==> config.mk <==
export PLATFORM = sky130hd
export DESIGN_NAME = serial_rx_queue
export DESIGN_NICKNAME = d
export VERILOG_FILES = /design/src/rtl/srq_pkg.sv /design/src/rtl/srq_tick_div.sv /design/src/rtl/srq_deframer.sv /design/src/rtl/srq_fifo.sv /design/src/rtl/serial_rx_queue.sv
export SDC_FILE = /design/constraint.sdc
export NUM_CORES = 1
export LEC_CHECK = 0
export CORE_UTILIZATION = 29
export DETAILED_ROUTE_END_ITERATION = 10
export PLACE_DENSITY_LB_ADDON = 0.12
export SYNTH_ARGS = -nofsm -noshare
export SYNTH_HDL_FRONTEND = slang
export SYNTH_HIERARCHICAL = 1
export SYNTH_SLANG_ARGS = --single-unit
==> constraint.sdc <==
create_clock -name clk -period 5.4 [get_ports clk]
set_input_delay 1.08 -clock clk [delete_from_list [all_inputs] [get_ports clk]]
set_output_delay 1.08 -clock clk [all_outputs]
set_load 0.01 [all_outputs]
==> src/rtl/srq_pkg.sv <==
package srq_pkg;
  localparam int OSR = 16;
  localparam int CHAR_MAX = 8;

  typedef struct packed {
    logic       brk;
    logic       ovr;
    logic       perr;
    logic       ferr;
    logic [7:0] data;
  } srq_entry_t;

  localparam int ENTRY_W = $bits(srq_entry_t);

  typedef enum logic [2:0] {
    RX_IDLE,
    RX_START,
    RX_DATA,
    RX_PAR,
    RX_STOP,
    RX_HOLD,
    RX_WAITHI
  } rx_state_t;
endpackage

==> src/rtl/srq_tick_div.sv <==
module srq_tick_div #(
  parameter int DIV = 54
) (
  input  logic clk,
  input  logic rst,
  output logic tick
);
  localparam int CW = (DIV > 2) ? $clog2(DIV) : 1;
  localparam logic [CW-1:0] LAST = CW'(DIV - 1);

  logic [CW-1:0] cnt;

  always_ff @(posedge clk) begin
    if (rst) begin
      cnt  <= '0;
      tick <= 1'b0;
    end else if (cnt == LAST) begin
      cnt  <= '0;
      tick <= 1'b1;
    end else begin
      cnt  <= cnt + 1'b1;
      tick <= 1'b0;
    end
  end
endmodule

==> src/rtl/srq_deframer.sv <==
module srq_deframer
  import srq_pkg::*;
(
  input  logic       clk,
  input  logic       rst,
  input  logic       tick,
  input  logic       line,
  input  logic [1:0] cfg_len,
  input  logic       cfg_par_en,
  input  logic       cfg_par_odd,
  output logic       push,
  output srq_entry_t push_entry
);
  localparam int TW = $clog2(OSR);
  localparam int MAX_FRAME = OSR * (CHAR_MAX + 3);
  localparam int LW = $clog2(MAX_FRAME + 2);
  localparam logic [TW-1:0] MID = TW'(OSR / 2 - 1);
  localparam logic [TW-1:0] END = TW'(OSR - 1);
  localparam logic [LW-1:0] LMAX = '1;

  rx_state_t     st;
  logic [TW-1:0] tcnt;
  logic [2:0]    bidx;
  logic [7:0]    sh;
  logic          perr_r;
  logic [LW-1:0] lowcnt;
  logic [LW-1:0] frame_ticks;
  logic [7:0]    data_al;
  logic [2:0]    last_idx;

  always_comb begin
    data_al     = sh >> (2'd3 - cfg_len);
    last_idx    = 3'd4 + {1'b0, cfg_len};
    frame_ticks = LW'(OSR * (7 + int'(cfg_len) + int'(cfg_par_en)));
  end

  always_ff @(posedge clk) begin
    if (rst) begin
      st         <= RX_IDLE;
      tcnt       <= '0;
      bidx       <= '0;
      sh         <= '0;
      perr_r     <= 1'b0;
      lowcnt     <= '0;
      push       <= 1'b0;
      push_entry <= '0;
    end else begin
      push <= 1'b0;
      if (tick) begin
        if (line) lowcnt <= '0;
        else if (lowcnt != LMAX) lowcnt <= lowcnt + 1'b1;

        case (st)
          RX_IDLE: begin
            if (!line) begin
              st   <= RX_START;
              tcnt <= '0;
            end
          end
          RX_START: begin
            tcnt <= tcnt + 1'b1;
            if (tcnt == MID) begin
              if (!line) begin
                st     <= RX_DATA;
                tcnt   <= '0;
                bidx   <= '0;
                sh     <= '0;
                perr_r <= 1'b0;
              end else begin
                st <= RX_IDLE;
              end
            end
          end
          RX_DATA: begin
            tcnt <= tcnt + 1'b1;
            if (tcnt == END) begin
              sh   <= {line, sh[7:1]};
              bidx <= bidx + 1'b1;
              if (bidx == last_idx) st <= cfg_par_en ? RX_PAR : RX_STOP;
            end
          end
          RX_PAR: begin
            tcnt <= tcnt + 1'b1;
            if (tcnt == END) begin
              perr_r <= (^data_al) ^ line ^ cfg_par_odd;
              st     <= RX_STOP;
            end
          end
          RX_STOP: begin
            tcnt <= tcnt + 1'b1;
            if (tcnt == END) begin
              if (line) begin
                push       <= 1'b1;
                push_entry <= '{brk: 1'b0, ovr: 1'b0, perr: perr_r,
                               ferr: 1'b0, data: data_al};
                st         <= RX_IDLE;
              end else begin
                st <= RX_HOLD;
              end
            end
          end
          RX_HOLD: begin
            if (line) begin
              push       <= 1'b1;
              push_entry <= '{brk: 1'b0, ovr: 1'b0, perr: perr_r,
                             ferr: 1'b1, data: data_al};
              st         <= RX_IDLE;
            end else if (lowcnt > frame_ticks) begin
              push       <= 1'b1;
              push_entry <= '{brk: 1'b1, ovr: 1'b0, perr: 1'b0,
                             ferr: 1'b1, data: 8'h00};
              st         <= RX_WAITHI;
            end
          end
          RX_WAITHI: begin
            if (line) st <= RX_IDLE;
          end
          default: st <= RX_IDLE;
        endcase
      end
    end
  end
endmodule

==> src/rtl/srq_fifo.sv <==
module srq_fifo #(
  parameter int W     = 12,
  parameter int DEPTH = 16
) (
  input  logic                       clk,
  input  logic                       rst,
  input  logic                       wr_en,
  input  logic [W-1:0]               wr_data,
  input  logic                       rd_en,
  output logic [W-1:0]               rd_data,
  output logic                       rd_valid,
  output logic                       empty,
  output logic                       full,
  output logic [$clog2(DEPTH+1)-1:0] fill
);
  localparam int AW = (DEPTH > 2) ? $clog2(DEPTH) : 1;
  localparam int CW = $clog2(DEPTH + 1);
  localparam logic [CW-1:0] CMAX = CW'(DEPTH);

  logic [W-1:0]  mem [DEPTH];
  logic [AW-1:0] wptr, rptr, wptr_n, rptr_n;
  logic [CW-1:0] cnt, cnt_n;
  logic          wr_ok, rd_ok;

  assign wr_ok = wr_en && !full;
  assign rd_ok = rd_en && !empty;
  assign fill  = cnt;

  generate
    if ((1 << AW) == DEPTH) begin : g_pow2
      assign wptr_n = wptr + 1'b1;
      assign rptr_n = rptr + 1'b1;
    end else begin : g_wrap
      assign wptr_n = (wptr == AW'(DEPTH - 1)) ? '0 : wptr + 1'b1;
      assign rptr_n = (rptr == AW'(DEPTH - 1)) ? '0 : rptr + 1'b1;
    end
  endgenerate

  always_comb begin
    cnt_n = cnt;
    if (wr_ok && !rd_ok) cnt_n = cnt + 1'b1;
    else if (rd_ok && !wr_ok) cnt_n = cnt - 1'b1;
  end

  always_ff @(posedge clk) begin
    if (wr_ok) mem[wptr] <= wr_data;
  end

  always_ff @(posedge clk) begin
    if (rd_ok) rd_data <= mem[rptr];
  end

  always_ff @(posedge clk) begin
    if (rst) begin
      wptr     <= '0;
      rptr     <= '0;
      cnt      <= '0;
      empty    <= 1'b1;
      full     <= 1'b0;
      rd_valid <= 1'b0;
    end else begin
      if (wr_ok) wptr <= wptr_n;
      if (rd_ok) rptr <= rptr_n;
      cnt      <= cnt_n;
      empty    <= (cnt_n == '0);
      full     <= (cnt_n == CMAX);
      rd_valid <= rd_ok;
    end
  end
endmodule

==> src/rtl/serial_rx_queue.sv <==
module serial_rx_queue
  import srq_pkg::*;
#(
  parameter int DIV   = 54,
  parameter int DEPTH = 16
) (
  input  logic       clk,
  input  logic       rst,
  input  logic       rxd,
  input  logic [1:0] cfg_len,
  input  logic       cfg_par_en,
  input  logic       cfg_par_odd,
  input  logic       rd_en,
  output logic       rd_valid,
  output logic [7:0] rd_data,
  output logic       rd_parity_err,
  output logic       rd_frame_err,
  output logic       rd_break,
  output logic       rd_overrun,
  output logic       rx_empty,
  output logic       rx_full
);
  localparam int CW = $clog2(DEPTH + 1);

  logic          tick;
  logic [1:0]    sync_q;
  logic          frame_push;
  srq_entry_t    frame_entry;
  srq_entry_t    store_entry;
  srq_entry_t    head;
  logic          ovr_pend;
  logic [CW-1:0] fifo_fill;

  srq_tick_div #(.DIV(DIV)) u_div (
    .clk  (clk),
    .rst  (rst),
    .tick (tick)
  );

  always_ff @(posedge clk) begin
    if (rst) sync_q <= 2'b11;
    else     sync_q <= {sync_q[0], rxd};
  end

  srq_deframer u_rx (
    .clk         (clk),
    .rst         (rst),
    .tick        (tick),
    .line        (sync_q[1]),
    .cfg_len     (cfg_len),
    .cfg_par_en  (cfg_par_en),
    .cfg_par_odd (cfg_par_odd),
    .push        (frame_push),
    .push_entry  (frame_entry)
  );

  always_ff @(posedge clk) begin
    if (rst) ovr_pend <= 1'b0;
    else if (frame_push) ovr_pend <= rx_full;
  end

  always_comb begin
    store_entry     = frame_entry;
    store_entry.ovr = ovr_pend;
  end

  srq_fifo #(.W(ENTRY_W), .DEPTH(DEPTH)) u_q (
    .clk      (clk),
    .rst      (rst),
    .wr_en    (frame_push),
    .wr_data  (store_entry),
    .rd_en    (rd_en),
    .rd_data  (head),
    .rd_valid (rd_valid),
    .empty    (rx_empty),
    .full     (rx_full),
    .fill     (fifo_fill)
  );

  assign rd_data       = head.data;
  assign rd_parity_err = head.perr;
  assign rd_frame_err  = head.ferr;
  assign rd_break      = head.brk;
  assign rd_overrun    = head.ovr;
endmodule

==> out/qor.csv <==
metric,value,unit
result of the run,completed,
worst ir drop on vdd,0.2273,mV
final sum of negative setup slack,0,ns
critical setup path kind,input pin to flop,
most used routing layer,met2,
Slew headroom,24.60,%
Clock Skews,0.01203,ns
post-detailed-routing wire length,25360,microns
fin worst setup slack,1.721,ns
sequence of cells on the critical path,clkdlybuf4s50_1 -> buf_4 -> inv_1 -> ha_1 -> ha_1 -> ha_1 -> nand3_1 -> o221a_2 -> o21ai_0 -> nand2_1 -> mux2_2,
number of input and output port buffers inserted,22,
Critical-path top delay cell,sky130_fd_sc_hd__clkdlybuf4s50_1,
global routing usage summed across all routing layers,13.40,%
via count of the first global-routing pass,6506,
nature of the critical path endpoint,flop,
M1 GR Usage,16.28,%
Final Instance Count excl. Fillers,1274,
count of standard-cell rows,71,
vias per cell,4.783,
FMAX,271.8,MHz
number of nets in the synthesized netlist,740,
Worst path max stage delay,0.46,ns
placer's final routability congestion estimate,0.7715,
global-route wire length before repair,38980,microns
start point of the worst hold path,sync_q[0]$_SDFF_PP1_,
DP HPWL,15560,microns
Routed wire per std cell,19.91,microns
pin count of the biggest net entering global routing,39,
fraction of layout instances using a drive strength above 1,19.79,%
type of the worst min-delay path,flop to flop,
PD cells,352.9,nW/um^2
number of slew-limit violations in the final report,0,
worst slack at placement,1.139,ns
slew at the pin closest to its max-slew limit,1.130,ns
Clock Tree Buf Depth,3,
P&R area growth vs syn,15.82,%
post-cts repair resize count,0,
source of the critical timing path,cfg_len[0],
register clock-pin slew on the reported worst setup and hold paths,0.06,ns
count of unresolved DRC violations after routing,0,
kind of start point of the critical path,input pin,
Detailed Routing Iterations Pass 1,4,
combinational share of power,7.4,%
via total after detailed routing,6094,
"commonest non-fill, non-tap cells in the layout","sky130_fd_sc_hd__edfxtp_1 (204), sky130_fd_sc_hd__mux4_2 (64), sky130_fd_sc_hd__dfxtp_1 (63)",
number of hold buffers added after CTS,0,
number of setup violations in the final report,0,
total congestion overflow after global routing,0,
Internal Power,3.529,mW
core region area,37760,sq um
buffer type at the clock tree root,sky130_fd_sc_hd__clkbuf_16,
GRT met3 Usage,2.265,%
number of antenna violations at the first check in global routing,0,
horizontal extent of the die,198.3,microns
P_leak,3.797,nW
Die Footprint,39310,sq um
Clk pwr share,42.4,%
minimum period implied by the final worst setup slack,3.679,ns
total cell area at the placement stage,12000,sq um
RR Startpoint,u_q/rptr[0]$_SDFFE_PP0P_,
total power,4.567,mW
number of nets at the end of the flow,766,
RSZ-0062 raised after global routing,false,
"Req. time, crit path",5.86,ns
initial standard-cell utilization of the core,29.59,%
clock sink count,269,
buffers inserted during post-CTS setup optimization,0,
buffers and inverters on the worst path,3,
die boundary height,198.3,microns
final non-filler cell area,12940,sq um
maximum fanout count along the critical path,12,
Final ANT Viol Nets,0,
Switching Power,1.038,mW
combined area of all synthesized cells,11170,sq um
synthesized instance count,713,
YS warnings,6,
diode count,0,
sw frac,22.72,%
"Core Util, Final",34.27,%
critical path's most frequent cell,sky130_fd_sc_hd__ha_1,
top-level port count,23,
CTS H-tree lvls,1,
TritonCTS clock tree,done,
final number of hold-violating endpoints,0,
"most common cell after layout, fill and taps aside",sky130_fd_sc_hd__edfxtp_1,
fin crit share,68.13,%
Max-cap violations,0,
"Arr. time, crit path",4.14,ns
met2 Use GR,24.55,%
Num CTS Buffers,30,
count of placed standard cells including taps,1218,
share of power burned in registers,50.2,%
violation count after the first detailed-routing iteration,302,
average cell area after synthesis,15.67,sq um
source-to-sink clock delay at the later pin of the worst-skew pair,0.57,ns
hold slack,0.4093,ns
CP top delay family,adder cells,
[power groups by stage]
stage	Clock (mW)	Combinational (mW)	Sequential [mW]
3_3_place_gp	0	0.340	2.34
2_1_floorplan	0	0.281	2.30
5_1_grt	2.08	0.374	2.30
4_1_cts	2.00	0.346	2.30
3_5_place_dp	0	0.345	2.34
6_report	1.94	0.338	2.29
[layer usage]
layer / routed length (microns) / vias to the layer above
met5: 0 / -
met2: 13350 / 91
li1: - / 2828
met1: 10740 / 3136
met4: 485 / 0
met3: 777 / 39
[final cells by class]
| class | count | area, sq um |
|---|---|---|
| Clock buffer | 41 | 792.0 |
| Clock inverter | 15 | 150.1 |
| Fill cell | 3630 | 24820 |
| Inverter | 23 | 86.33 |
| Multi-Input combinational cell | 386 | 3572 |
| Sequential cell | 269 | 7432 |
| Tap cell | 511 | 639.4 |
| Timing Repair Buffer | 29 | 267.8 |
[path summary, 6_finish.rpt]
kind	end	slack, ns	depth (start not counted)
setup / recovery	u_rx/push_entry[8]$_SDFFE_PP0P_	1.72	11
hold / removal	sync_q[1]$_SDFF_PP1_	0.41	1
setup reg to reg	u_q/rd_data[11]$_DFFE_PP_	2.72	3
hold reg to reg	sync_q[1]$_SDFF_PP1_	0.41	1
[state kept, by name, summed over array words and instances (netlist names), 2 cells and up]
register         flops
sync_q               2
u_div/cnt            6
u_q/fill             5
u_q/mem            192
u_q/rd_data         12
u_q/rptr             4
u_q/wptr             4
u_rx/bidx            3
u_rx/lowcnt          8
u_rx/push_entry     11
u_rx/sh              8
u_rx/st              3
u_rx/tcnt            4
(Power assumes the default switching activity.)
